===== config.mk =====
export PLATFORM = sky130hd
export DESIGN_NAME = burst_addr_ctrl
export DESIGN_NICKNAME = d
export VERILOG_FILES = /design/src/rtl/bac_pkg.sv /design/src/rtl/bac_strobe_dec.sv /design/src/rtl/bac_burst_cnt.sv /design/src/rtl/bac_order.sv /design/src/rtl/burst_addr_ctrl.sv
export SDC_FILE = /design/constraint.sdc
export NUM_CORES = 1
export LEC_CHECK = 0
export BUFFER_PORTS_ARGS = -buffer_cell sky130_fd_sc_hd__buf_2
export CAP_MARGIN = 25
export CELL_PAD_IN_SITES_DETAIL_PLACEMENT = 0
export CELL_PAD_IN_SITES_GLOBAL_PLACEMENT = 1
export CORE_AREA = 2 2 85 46
export CTS_BUF_LIST = sky130_fd_sc_hd__clkbuf_16
export DETAILED_ROUTE_END_ITERATION = 10
export DIE_AREA = 0 0 87 48
export HOLD_SLACK_MARGIN = 0.15
export PLACE_DENSITY = 0.84
export SKIP_CTS_REPAIR_TIMING = 1
export SLEW_MARGIN = 40
export SYNTH_ARGS = -nofsm -noshare
export SYNTH_HDL_FRONTEND = slang
export SYNTH_SLANG_ARGS = --single-unit

===== constraint.sdc =====
create_clock -name clk_i -period 1.46 [get_ports clk_i]
set_clock_uncertainty 0.2 [all_clocks]
set_input_delay 0 -clock clk_i [delete_from_list [all_inputs] [get_ports clk_i]]
set_output_delay 0 -clock clk_i [all_outputs]
set_load 0.005 [all_outputs]

===== src/rtl/bac_pkg.sv =====
package bac_pkg;
  typedef enum logic [2:0] {
    EV_IDLE,
    EV_SNOOZE,
    EV_LOAD_RD,
    EV_LOAD_RW,
    EV_DESEL,
    EV_ADV,
    EV_WAIT
  } bac_event_e;
endpackage


===== src/rtl/bac_strobe_dec.sv =====
module bac_strobe_dec
  import bac_pkg::*;
(
  input  logic       proc_strb_ni,
  input  logic       ctl_strb_ni,
  input  logic       adv_ni,
  input  logic       ce_ni,
  input  logic       ce2_i,
  input  logic       ce3_ni,
  input  logic       zz_i,
  input  logic       sel_i,
  output bac_event_e ev_o
);
  logic proc_acc, ctl_acc, en_ok;

  assign proc_acc = !proc_strb_ni && !ce_ni;  // proc strobe needs primary enable
  assign ctl_acc  = !ctl_strb_ni;
  assign en_ok    = !ce_ni && ce2_i && !ce3_ni;

  always_comb begin
    if (zz_i)          ev_o = EV_SNOOZE;
    else if (proc_acc) ev_o = en_ok ? EV_LOAD_RD : EV_DESEL;
    else if (ctl_acc)  ev_o = en_ok ? EV_LOAD_RW : EV_DESEL;
    else if (!sel_i)   ev_o = EV_IDLE;
    else if (!adv_ni)  ev_o = EV_ADV;
    else               ev_o = EV_WAIT;
  end
endmodule


===== src/rtl/bac_burst_cnt.sv =====
module bac_burst_cnt #(
  parameter int unsigned CNT_W = 2
) (
  input  logic             clk_i,
  input  logic             rst_ni,
  input  logic             load_i,
  input  logic             step_i,
  output logic [CNT_W-1:0] cnt_o
);
  logic [CNT_W-1:0] cnt_q;

  always_ff @(posedge clk_i or negedge rst_ni) begin
    if (!rst_ni)     cnt_q <= '0;
    else if (load_i) cnt_q <= '0;
    else if (step_i) cnt_q <= cnt_q + 1'b1;  // wraps modulo 2**CNT_W
  end

  assign cnt_o = cnt_q;

  AST_STEP_WRAP: assert property (@(posedge clk_i) disable iff (!rst_ni)
    (step_i && !load_i) |=> (cnt_q == $past(cnt_q) + 1'b1));
  AST_LOAD_ZERO: assert property (@(posedge clk_i) disable iff (!rst_ni)
    load_i |=> (cnt_q == '0));
endmodule


===== src/rtl/bac_order.sv =====
module bac_order #(
  parameter int unsigned CNT_W = 2
) (
  input  logic             mode_i,
  input  logic [CNT_W-1:0] start_i,
  input  logic [CNT_W-1:0] cnt_i,
  output logic [CNT_W-1:0] low_o
);
  logic [CNT_W-1:0] lin, ilv;

  assign lin = start_i + cnt_i;
  for (genvar b = 0; b < CNT_W; b++) begin : g_ilv
    assign ilv[b] = start_i[b] ^ cnt_i[b];
  end
  assign low_o = mode_i ? ilv : lin;
endmodule


===== src/rtl/burst_addr_ctrl.sv =====
module burst_addr_ctrl
  import bac_pkg::*;
#(
  parameter int unsigned ADDR_W = 20,
  parameter int unsigned CNT_W  = 2
) (
  input  logic              clk_i,
  input  logic              rst_ni,
  input  logic              ctl_strb_ni,
  input  logic              proc_strb_ni,
  input  logic              adv_ni,
  input  logic              ce_ni,
  input  logic              ce2_i,
  input  logic              ce3_ni,
  input  logic              mode_i,
  input  logic              zz_i,
  input  logic [ADDR_W-1:0] addr_i,
  output logic [ADDR_W-1:0] addr_o,
  output logic              valid_o,
  output logic              desel_o,
  output logic              wr_ok_o
);
  localparam int unsigned UP_W = ADDR_W - CNT_W;

  bac_event_e        ev;
  logic              sel_q, wr_ok_q;
  logic [ADDR_W-1:0] base_q;
  logic [CNT_W-1:0]  cnt;
  logic [CNT_W-1:0]  low;
  logic              load, step;

  bac_strobe_dec i_dec (
    .proc_strb_ni (proc_strb_ni),
    .ctl_strb_ni  (ctl_strb_ni),
    .adv_ni       (adv_ni),
    .ce_ni        (ce_ni),
    .ce2_i        (ce2_i),
    .ce3_ni       (ce3_ni),
    .zz_i         (zz_i),
    .sel_i        (sel_q),
    .ev_o         (ev)
  );

  assign load = (ev == EV_LOAD_RD) || (ev == EV_LOAD_RW);
  assign step = (ev == EV_ADV);

  bac_burst_cnt #(.CNT_W(CNT_W)) i_cnt (
    .clk_i  (clk_i),
    .rst_ni (rst_ni),
    .load_i (load),
    .step_i (step),
    .cnt_o  (cnt)
  );

  always_ff @(posedge clk_i or negedge rst_ni) begin
    if (!rst_ni) begin
      sel_q   <= 1'b0;
      wr_ok_q <= 1'b0;
      base_q  <= '0;
    end else begin
      unique case (ev)
        EV_LOAD_RD: begin sel_q <= 1'b1; wr_ok_q <= 1'b0; base_q <= addr_i; end
        EV_LOAD_RW: begin sel_q <= 1'b1; wr_ok_q <= 1'b1; base_q <= addr_i; end
        EV_DESEL:   begin sel_q <= 1'b0; wr_ok_q <= 1'b0; end
        EV_ADV, EV_WAIT: wr_ok_q <= 1'b1;
        default: ;
      endcase
    end
  end

  bac_order #(.CNT_W(CNT_W)) i_order (
    .mode_i  (mode_i),
    .start_i (base_q[CNT_W-1:0]),
    .cnt_i   (cnt),
    .low_o   (low)
  );

  assign addr_o  = {base_q[ADDR_W-1 -: UP_W], low};
  assign valid_o = sel_q && !zz_i;
  assign desel_o = !sel_q;
  assign wr_ok_o = wr_ok_q;

  AST_CTL_LOAD: assert property (@(posedge clk_i) disable iff (!rst_ni)
    (!zz_i && !ctl_strb_ni && proc_strb_ni && !ce_ni && ce2_i && !ce3_ni)
    |=> (!desel_o && wr_ok_o && base_q == $past(addr_i)));
  AST_CE_DESEL: assert property (@(posedge clk_i) disable iff (!rst_ni)
    (!zz_i && !ctl_strb_ni && ce_ni) |=> desel_o);
  AST_PROC_READ: assert property (@(posedge clk_i) disable iff (!rst_ni)
    (!zz_i && !proc_strb_ni && !ce_ni && ce2_i && !ce3_ni)
    |=> (!desel_o && !wr_ok_o && base_q == $past(addr_i)));
  AST_SUB_DESEL: assert property (@(posedge clk_i) disable iff (!rst_ni)
    (!zz_i && !ce_ni && (!proc_strb_ni || !ctl_strb_ni) && (!ce2_i || ce3_ni))
    |=> desel_o);
  AST_WAIT_HOLD: assert property (@(posedge clk_i) disable iff (!rst_ni)
    (!zz_i && proc_strb_ni && ctl_strb_ni && adv_ni)
    |=> ($stable(cnt) && $stable(base_q)));
  AST_SNOOZE_HOLD: assert property (@(posedge clk_i) disable iff (!rst_ni)
    zz_i |=> ($stable(cnt) && $stable(base_q) && $stable(sel_q)));
  AST_DESEL_STAY: assert property (@(posedge clk_i) disable iff (!rst_ni)
    (desel_o && ctl_strb_ni && (proc_strb_ni || ce_ni)) |=> desel_o);
endmodule


==> results of run 1 <==
layer usage:
layer | GRT usage | wire length (um) | part of all wire
met3 | 0.03103 | 83 | 0.035
met4 | 0.02813 | 20 | 0.0085
met5 | 0 | 0 | 0
met2 | 0.1740 | 1292 | 0.55
met1 | 0.1030 | 948 | 0.40
cell type report:
class                           instances  area, sq um
Clock inverter                          1        3.754
Tap cell                               42        52.55
Timing Repair Buffer                   80        525.5
Inverter                                3        11.26
Sequential cell                        24        600.6
Multi-Input combinational cell         41        407.9
Clock buffer                            3        75.07
Fill cell                             276         1683
worst paths after layout:
kind,from,slack [ns],cells past startpoint,to
max,i_cnt.cnt_o[0],0.02,3,i_cnt.cnt_o[0]
min,zz_i,-0.15,2,wr_ok_o
max reg2reg,i_cnt.cnt_o[0],0.02,3,i_cnt.cnt_o[0]
min reg2reg,base_q[17],0.29,1,base_q[17]
max in group asynchronous,rst_ni,0.62,2,base_q[17]
min in group asynchronous,rst_ni,0.08,2,base_q[18]
power breakdown:
group	switching [uW]	internal, uW
registers	73.5	812
clock network	211	365
logic	178	312
total	462	1490
flip-flops by register name, indices dropped and copies added (netlist names):
| register | count |
|---|---|
| base_q | 20 |
| wr_ok_o | 1 |
| i_cnt.cnt_o | 2 |
| sel_q | 1 |
worst register-to-register path: stages (launching register included):
cell and delay (ns):
dfrtp_1 0.39, buf_4 0.15, or4_4 0.50, a21oi_2 0.13
cell usage after synthesis:
cell	instances	share of area
o31ai_1	2	0.013
a211oi_4	1	0.017
dfrtp_1	24	0.52
mux2_2	19	0.19
nor2_1	1	0.0032
nand2b_1	3	0.016
nor2b_1	1	0.0054
or4_1	2	0.013
a21oi_1	4	0.017
inv_1	3	0.0097
mux2_1	1	0.0097
a21o_1	1	0.0065
o21ai_0	1	0.0043
buf_6	2	0.019
o22a_1	1	0.0076
buf_4	18	0.12
xnor2_1	2	0.015
or3b_4	1	0.0097
ha_1	1	0.011
cells by family (layout without fill, tap and decap cells):
| family | Yosys count | after routing | share of synthesized area |
|---|---|---|---|
| AND/OR/NAND/NOR | 8 | 8 | 0.04762 |
| multiplexers | 20 | 20 | 0.1948 |
| buffers and inverters | 23 | 87 | 0.1461 |
| flip-flops | 24 | 24 | 0.5195 |
| AO/OA/AOI/OAI | 10 | 10 | 0.06601 |
| XOR/XNOR | 2 | 2 | 0.01515 |
| adder cells (fa/ha/maj) | 1 | 1 | 0.01082 |
metrics by stage:
stage                     setup TNS, ns  instances  setup slack (ns)
after floorplan                 -0.5630         88          -0.03591
after global placement           -2.355        167           -0.1282
after detailed placement         -2.597        167           -0.1413
after CTS                             0        171           0.01352
after global routing           -0.02732        194          -0.01347
final                                 0        194           0.01932
==> flow_summary.yaml, run 1 <==
status:
  status: "finished, violations left"
  violations: "hold timing"
sta:
  slew_headroom: 0.6174
  clock.fmax_ghz: 0.6941
  hold_viol: 2
  min_period_ns: 1.441
  post-route-period-util: 0.9868
  rsz0062_at_grt: "true"
  tightest_slew_ns: 0.5679
  slew_violations: 0
  finalSetupViolations: 0
  hold-worst-slack_ns: -0.1497
placement:
  port_buffers: 52
  placedInstanceArea_sq_um: 1353
  gp_congestion: 0.7238
clocking:
  cts_max_level: 1
  cts_tree: "yes"
  cts_root_buf: "clkbuf_16"
  clk_latency_ns: 0.25
  clk_pin_slew_ns: 0.06
  clock-sinks: 24
  cts_max_path_buffers: 2
  cts_buffers: 3
global_route:
  grt_pass1_wl_um: 2863
  grt_pass1_vias: 672
  antenna_found_initial: 0
  track_usage: 0.09214
  grt_max_degree: 25
  grt-ovfl-total: 0
finish:
  final_cell_mix: "buf_2, dfrtp_1, dlygate4sd3_1"
  area_growth_pct: 45.02
  nets: 184
  final_area_sq_um: 1677
  drive_gt1_frac: 0.5658
  diodes: 0
  final_util: 0.4991
  final_common_cell: "buf_2"
setup_path:
  max_stage_delay_ns: 0.50
  cp.required_ns: 1.44
  path_delay_family: "simple AND/OR/NAND/NOR gates"
  critPathBufInv: 1
  cp_slowest_cell: "or4_4"
  cp_cell_sequence: "buf_4, or4_4, a21oi_2"
  arrival_ns: 1.42
  critPathKind: "reg -> reg"
  startpoint_type: "flip-flop"
  worstPathMaxFanout: 3
  end_kind: "flip-flop"
power:
  ir_drop_uv: 495.0
  power_uw: 1951
  leakage_uw: 0.0008154
  p_per_area_nw_per_um2: 1163
logic_synthesis:
  seq_area_frac_synth: 0.5195
  syn_nets: 119
  yosysWarningCount: 0
  synth_area_per_cell_sq_um: 13.14
  yosysUniqueCellTypes: 19
  yosys_register_bits: 24
  syn_inst: 88
  synth_area_sq_um: 1156
floorplan:
  initial_core_util: 0.3441
  die_x_um: 87
  fp.dieArea_sq_um: 4176
  io_pins: 53
  die_height_um: 48
  core-area_sq_um: 3359
  rows: 15
routing:
  vias: 843
  dr.pass1.iters: 3
  drt-total-wl_um: 2344
  drc: 0
  drt_iter0_drc: 30
  vias_per_cell: 4.345
  wire_per_inst_um: 12.08
  detail-route-antenna-nets: 0
run:
  cap_viol_max_count: 0
worst_hold_path:
  hp-class: "in -> reg"
No activity file was read; power rests on OpenSTA's default activity.
==> inputs of run 2 (changes only) <==
--- a/config.mk
+++ b/config.mk
@@ -5,6 +5,7 @@
 export SDC_FILE = /design/constraint.sdc
 export NUM_CORES = 1
 export LEC_CHECK = 0
+export ABC_CLOCK_PERIOD_IN_PS = 1460
 export BUFFER_PORTS_ARGS = -buffer_cell sky130_fd_sc_hd__buf_2
 export CAP_MARGIN = 25
 export CELL_PAD_IN_SITES_DETAIL_PLACEMENT = 0
==> constraint.sdc (replaced) <==
create_clock -name clk_i -period 1.46 [get_ports clk_i]
set_clock_uncertainty 0.2 [all_clocks]
set_input_delay 0 -clock clk_i [delete_from_list [all_inputs] [get_ports clk_i]]
set_output_delay 0 -clock clk_i [all_outputs]
set_load 0.05 [all_outputs]
==> run 2 against run 1 <==
Net effect:
- the run ends with hold timing, setup timing left
- critical endpoint is now addr_o[1]
- core utilization is 1.3 points higher
- register-to-register slack hardly changed
- critical path type is now reg -> out
- largest power group is now combinational cells
- count of clock-buffer cells in the layout stayed put
==> flow_summary.yaml, run 2 (synthesis gave the netlist of run 1 again) <==
status:
  status: "finished, violations left"
  violations: "hold timing, setup timing"
global_route:
  grt-ovfl-total: 0
  grt_pass1_wl_um: 3187
  grt_max_degree: 25
  grt_pass1_vias: 656
  antenna_found_initial: 0
  track_usage: 0.1042
sta:
  post-route-period-util: 1.017
  hold-worst-slack_ns: -0.1549
  fin_ws_ns: -0.02497
  slew_headroom: 0.6440
  tightest_slew_ns: 0.5340
  clock.fmax_ghz: 0.6734
  min_period_ns: 1.485
  slew_violations: 0
  rsz0062_at_grt: "true"
  finalSetupViolations: 1
  hold_viol: 2
setup_path:
  end_kind: "primary output"
  arrival_ns: 1.28
  critPathKind: "reg -> out"
  worstPathMaxFanout: 3
  startpoint_type: "flip-flop"
  cp.required_ns: 1.26
finish:
  final_area_sq_um: 1720
  fillers: 282
  drive_gt1_frac: 0.5752
  final_cell_mix: "buf_2, dfrtp_1, dlygate4sd3_1"
  diodes: 0
  regMostFlops: "base_q"
  multi_input_area_sq_um: 411.6
  register_area_sq_um: 600.6
  area_growth_pct: 48.81
  final_common_cell: "buf_2"
  largest_reg_flops: 20
  nets: 185
routing:
  drc: 0
  vias: 850
  dr.pass1.iters: 2
  drt-total-wl_um: 2481
  vias_per_cell: 4.359
  drt_iter0_drc: 24
  detail-route-antenna-nets: 0
  wire_per_inst_um: 12.72
placement:
  dpl.hpwl_um: 1556
  gp_congestion: 0.7191
  port_buffers: 52
  placedInstanceArea_sq_um: 1360
power:
  leakage_uw: 0.0008390
  p_per_area_nw_per_um2: 1579
  power_uw: 2717
  ir_drop_uv: 534.9
floorplan:
  initial_core_util: 0.3441
  rows: 15
  die_height_um: 48
  io_pins: 53
  fp.dieArea_sq_um: 4176
  die_x_um: 87
  core-area_sq_um: 3359
clocking:
  cts_tree: "yes"
  cts_buffers: 3
  clock-sinks: 24
  cts_max_level: 1
  cts_max_path_buffers: 2
  clk_pin_slew_ns: 0.06
  cts_root_buf: "clkbuf_16"
  clk_latency_ns: 0.25
run:
  cap_viol_max_count: 0
worst_hold_path:
  hp-class: "in -> reg"
==> run 2: changes by cell type in the layout (fill, tap and decap cells not counted), sizes merged <==
| cell | before | now |
|---|---|---|
| clkinv | 1 | 0 |
| bufinv | 0 | 1 |
| buf | 58 | 59 |
==> run 2: report_power, final <==
part / internal [uW] / total [uW] / switching [uW]
Sequential: 812 / 888 / 76.9
Combinational: 340 / 1050 / 713
Clock: 545 / 776 / 231
Total: 1700 / 2720 / 1020
==> run 2: final timing paths <==
path / depth (start not counted) / slack (ns) / to / start
min in group asynchronous: 2 / 0.06 / wr_ok_o / rst_ni
max: 4 / -0.02 / addr_o[1] / i_cnt.cnt_o[0]
max reg2reg: 3 / 0.02 / i_cnt.cnt_o[1] / sel_q
min: 2 / -0.15 / wr_ok_o / zz_i
min reg2reg: 1 / 0.30 / base_q[2] / base_q[2]
max in group asynchronous: 2 / 0.65 / base_q[10] / rst_ni
==> run 2: metrics by stage <==
stage / util / setup TNS, ns / std cells / setup slack [ns]
2_1_floorplan: - / -0.5630 / 88 / -0.03591
3_3_place_gp: 0.4048 / -2.386 / 167 / -0.1281
3_5_place_dp: 0.4048 / -2.683 / 167 / -0.1463
4_1_cts: 0.4361 / -0.1407 / 171 / -0.1407
5_1_grt: 0.5121 / -0.1095 / 195 / -0.06616
6_report: 0.5121 / -0.02497 / 195 / -0.02497
==> run 2: per-layer routing <==
layer / GRT usage / wire (um) / vias up
met3: 0.03621 / 90 / 2
met1: 0.1278 / 1000 / 417
met4: 0.02813 / 24 / 0
li1: - / - / 413
met5: 0 / 0 / -
met2: 0.1817 / 1366 / 18
==> run 2: layout make-up <==
cell class                 instances  area share
multi-input combinational         41      0.2393
sequential                        24      0.3491
timing repair buffer              81      0.3135
tap                               42     0.03055
clock buffer                       3     0.04364
clock inverter                     1     0.01745
inverter                           3    0.006545
==> run 2: critical path: stages (launching register included) <==
cell and delay (ns):
dfrtp_1 0.39, ha_2 0.19, nor2b_4 0.12, xnor2_2 0.15
buf_6 0.17
==> inputs of run 3 (changes only) <==
--- a/config.mk
+++ b/config.mk
@@ -5,19 +5,19 @@
 export SDC_FILE = /design/constraint.sdc
 export NUM_CORES = 1
 export LEC_CHECK = 0
-export ABC_CLOCK_PERIOD_IN_PS = 1460
 export BUFFER_PORTS_ARGS = -buffer_cell sky130_fd_sc_hd__buf_2
 export CAP_MARGIN = 25
 export CELL_PAD_IN_SITES_DETAIL_PLACEMENT = 0
 export CELL_PAD_IN_SITES_GLOBAL_PLACEMENT = 1
-export CORE_AREA = 2 2 85 46
+export CORE_AREA = 2 2 87 47
 export CTS_BUF_LIST = sky130_fd_sc_hd__clkbuf_16
 export DETAILED_ROUTE_END_ITERATION = 10
-export DIE_AREA = 0 0 87 48
+export DIE_AREA = 0 0 89 49
 export HOLD_SLACK_MARGIN = 0.15
 export PLACE_DENSITY = 0.84
 export SKIP_CTS_REPAIR_TIMING = 1
 export SLEW_MARGIN = 40
 export SYNTH_ARGS = -nofsm -noshare
 export SYNTH_HDL_FRONTEND = slang
+export SYNTH_HIERARCHICAL = 1
 export SYNTH_SLANG_ARGS = --single-unit
==> run 3 against run 2 <==
Net effect:
- the run ends with setup timing left
- largest power group unchanged
- critical path type is now reg -> reg
- largest cell class unchanged
- final cell count up 12%
- die area up 4.4%
- hold slack better by 0.21 ns
- sequential share of layout area down 2.3 points
- critical path depth up 2
==> flow_summary.yaml, run 3 <==
status:
  status: "finished, violations left"
  violations: "setup timing"
setup_path:
  cp.required_ns: 1.40
  worstPathMaxFanout: 13
  regToRegSetupSlack_ns: -0.41
  max_stage_delay_ns: 0.45
  worstRegToRegCells: 6
  cp_cell_sequence: "a31oi_1, a311oi_2, buf_4, nor2b_4, buf_12, mux2_2"
  cp_slowest_cell: "dfrtp_2"
  critPathKind: "reg -> reg"
  end_kind: "flip-flop"
  arrival_ns: 1.80
  startpoint_type: "flip-flop"
finish:
  drive_gt1_frac: 0.5939
  diodes: 0
  area_growth_pct: 52.01
  fin_cells: 219
  largest_reg_flops: 20
  fillers: 341
  final_common_cell: "buf_2"
  nets: 197
  final_cell_mix: "buf_2, dfrtp_1, dlygate4sd3_1"
  regMostFlops: "base_q"
clocking:
  clk_latency_ns: 0.25
  cts_buffers: 3
  cts_max_level: 1
  clk_pin_slew_ns: 0.06
  clock-sinks: 24
  cts_max_path_buffers: 2
  cts_root_buf: "clkbuf_16"
  cts_tree: "yes"
worst_hold_path:
  hold_depth: 5
  hp-class: "in -> reg"
placement:
  dp.cells: 190
  dpl.hpwl_um: 1925
  port_buffers: 52
  gp_congestion: 0.6978
routing:
  routed.top_layer: "met3"
  dr.pass1.iters: 4
  drt-total-wl_um: 2729
  detail-route-antenna-nets: 0
  drc: 0
  m1WireLength_um: 1165
  vias: 942
  wire_per_inst_um: 12.46
  drt_iter0_drc: 24
  routed-wl-met2_um: 1376
  vias_per_cell: 4.301
  met3_wirelength_um: 187
logic_synthesis:
  yosys_register_bits: 24
  seq_area_frac_synth: 0.4943
  yosysWarningCount: 6
  async_flop_share: 1.000
  yosysUniqueCellTypes: 27
  synth_area_sq_um: 1215
  yosysTopAreaCell: "dfrtp_1"
  synth_area_per_cell_sq_um: 12.52
  synth_edf_count: 0
  syn_inst: 97
  synth_top_area_share: 0.4943
  yosys-top-cells-count: "dfrtp_1, mux2_2, buf_4"
  synthFlopType: "dfrtp_1"
  synth_most_common_cell: "dfrtp_1"
  syn_nets: 128
  synth_area_leaders: "dfrtp_1, mux2_2, buf_4"
power:
  p_per_area_nw_per_um2: 1744
  leakage_uw: 0.0008731
  ir_drop_uv: 980.2
  power_uw: 3221
global_route:
  grt_pass1_vias: 930
  grt-ovfl-total: 0
  grt_pass1_wl_um: 3905
  track_usage: 0.1179
  antenna_found_initial: 0
  grt_max_degree: 25
floorplan:
  die_x_um: 89
  initial_core_util: 0.3298
  core-area_sq_um: 3684
  die_height_um: 49
  io_pins: 53
  fp.dieArea_sq_um: 4361
  rows: 16
sta:
  min_period_ns: 1.867
  slew_violations: 0
  finalSetupViolations: 25
  tightest_slew_ns: 0.5539
  post-route-period-util: 1.279
  hold_viol: 0
  hold-worst-slack_ns: 0.05879
  rsz0062_at_grt: "true"
  fin_ws_ns: -0.4072
  slew_headroom: 0.6307
  clock.fmax_ghz: 0.5356
run:
  cap_viol_max_count: 0
[run 3: cell families after synthesis]
family                   Yosys count  share of synthesized area
flip-flops                        24                     0.4943
buffers and inverters             22                     0.1359
multiplexers                      21                     0.1936
AND/OR/NAND/NOR                   14                    0.07415
AO/OA/AOI/OAI                     12                    0.07005
XOR/XNOR                           3                    0.02163
adder cells (fa/ha/maj)            1                    0.01030
[run 3: worst paths after layout]
check                           startpoint          to
min in group asynchronous           rst_ni   base_q[0]
worst min register to register  base_q[10]  base_q[10]
worst max register to register       sel_q   base_q[3]
worst min-delay path                  zz_i     wr_ok_o
max in group asynchronous           rst_ni       sel_q
worst max-delay path                 sel_q   base_q[3]
[run 3: layout make-up]
class                      instances  area [sq um]  area share
clock buffer                       3         75.07     0.04065
clock inverter                     1         3.754    0.002033
inverter                           2         7.507    0.004065
multi-input combinational         51         501.7      0.2717
sequential                        24         601.8      0.3259
tap                               54         67.56     0.03659
timing repair buffer              84         589.3      0.3191
[run 3: report_power, final]
part           switching (uW)  leakage [uW]  internal [uW]
clock network             226     0.0000385            366
logic                    1070      0.000543            534
registers                 139      0.000292            884
total                    1440      0.000873           1780
[run 3: metrics by stage]
step | TNS (ns) | setup slack, ns | util | cell area (sq um)
finish | -8.873 | -0.4072 | 0.5014 | 1847
global route | -10.01 | -0.4449 | 0.5014 | 1847
CTS | -10.47 | -0.4885 | 0.4270 | 1573
detailed placement | -9.851 | -0.4660 | 0.4056 | 1494
global placement | -7.859 | -0.3706 | 0.4056 | 1494
floorplan | -8.056 | -0.3933 | - | 1246
[run 3: metal layers]
metal  global-route usage  vias up
met5                    0        -
met4              0.01990        0
met3              0.05245        0
met2               0.2201       39
met1               0.1233      448
li1                     -      455
[run 3: worst max-delay path, delay by kind of cell (launching register included)]
kind	cells	cell delay, ns
mux	1	0.34
buf+inv	2	0.33
flops	1	0.45
compound gates	2	0.28
simple gates	1	0.15
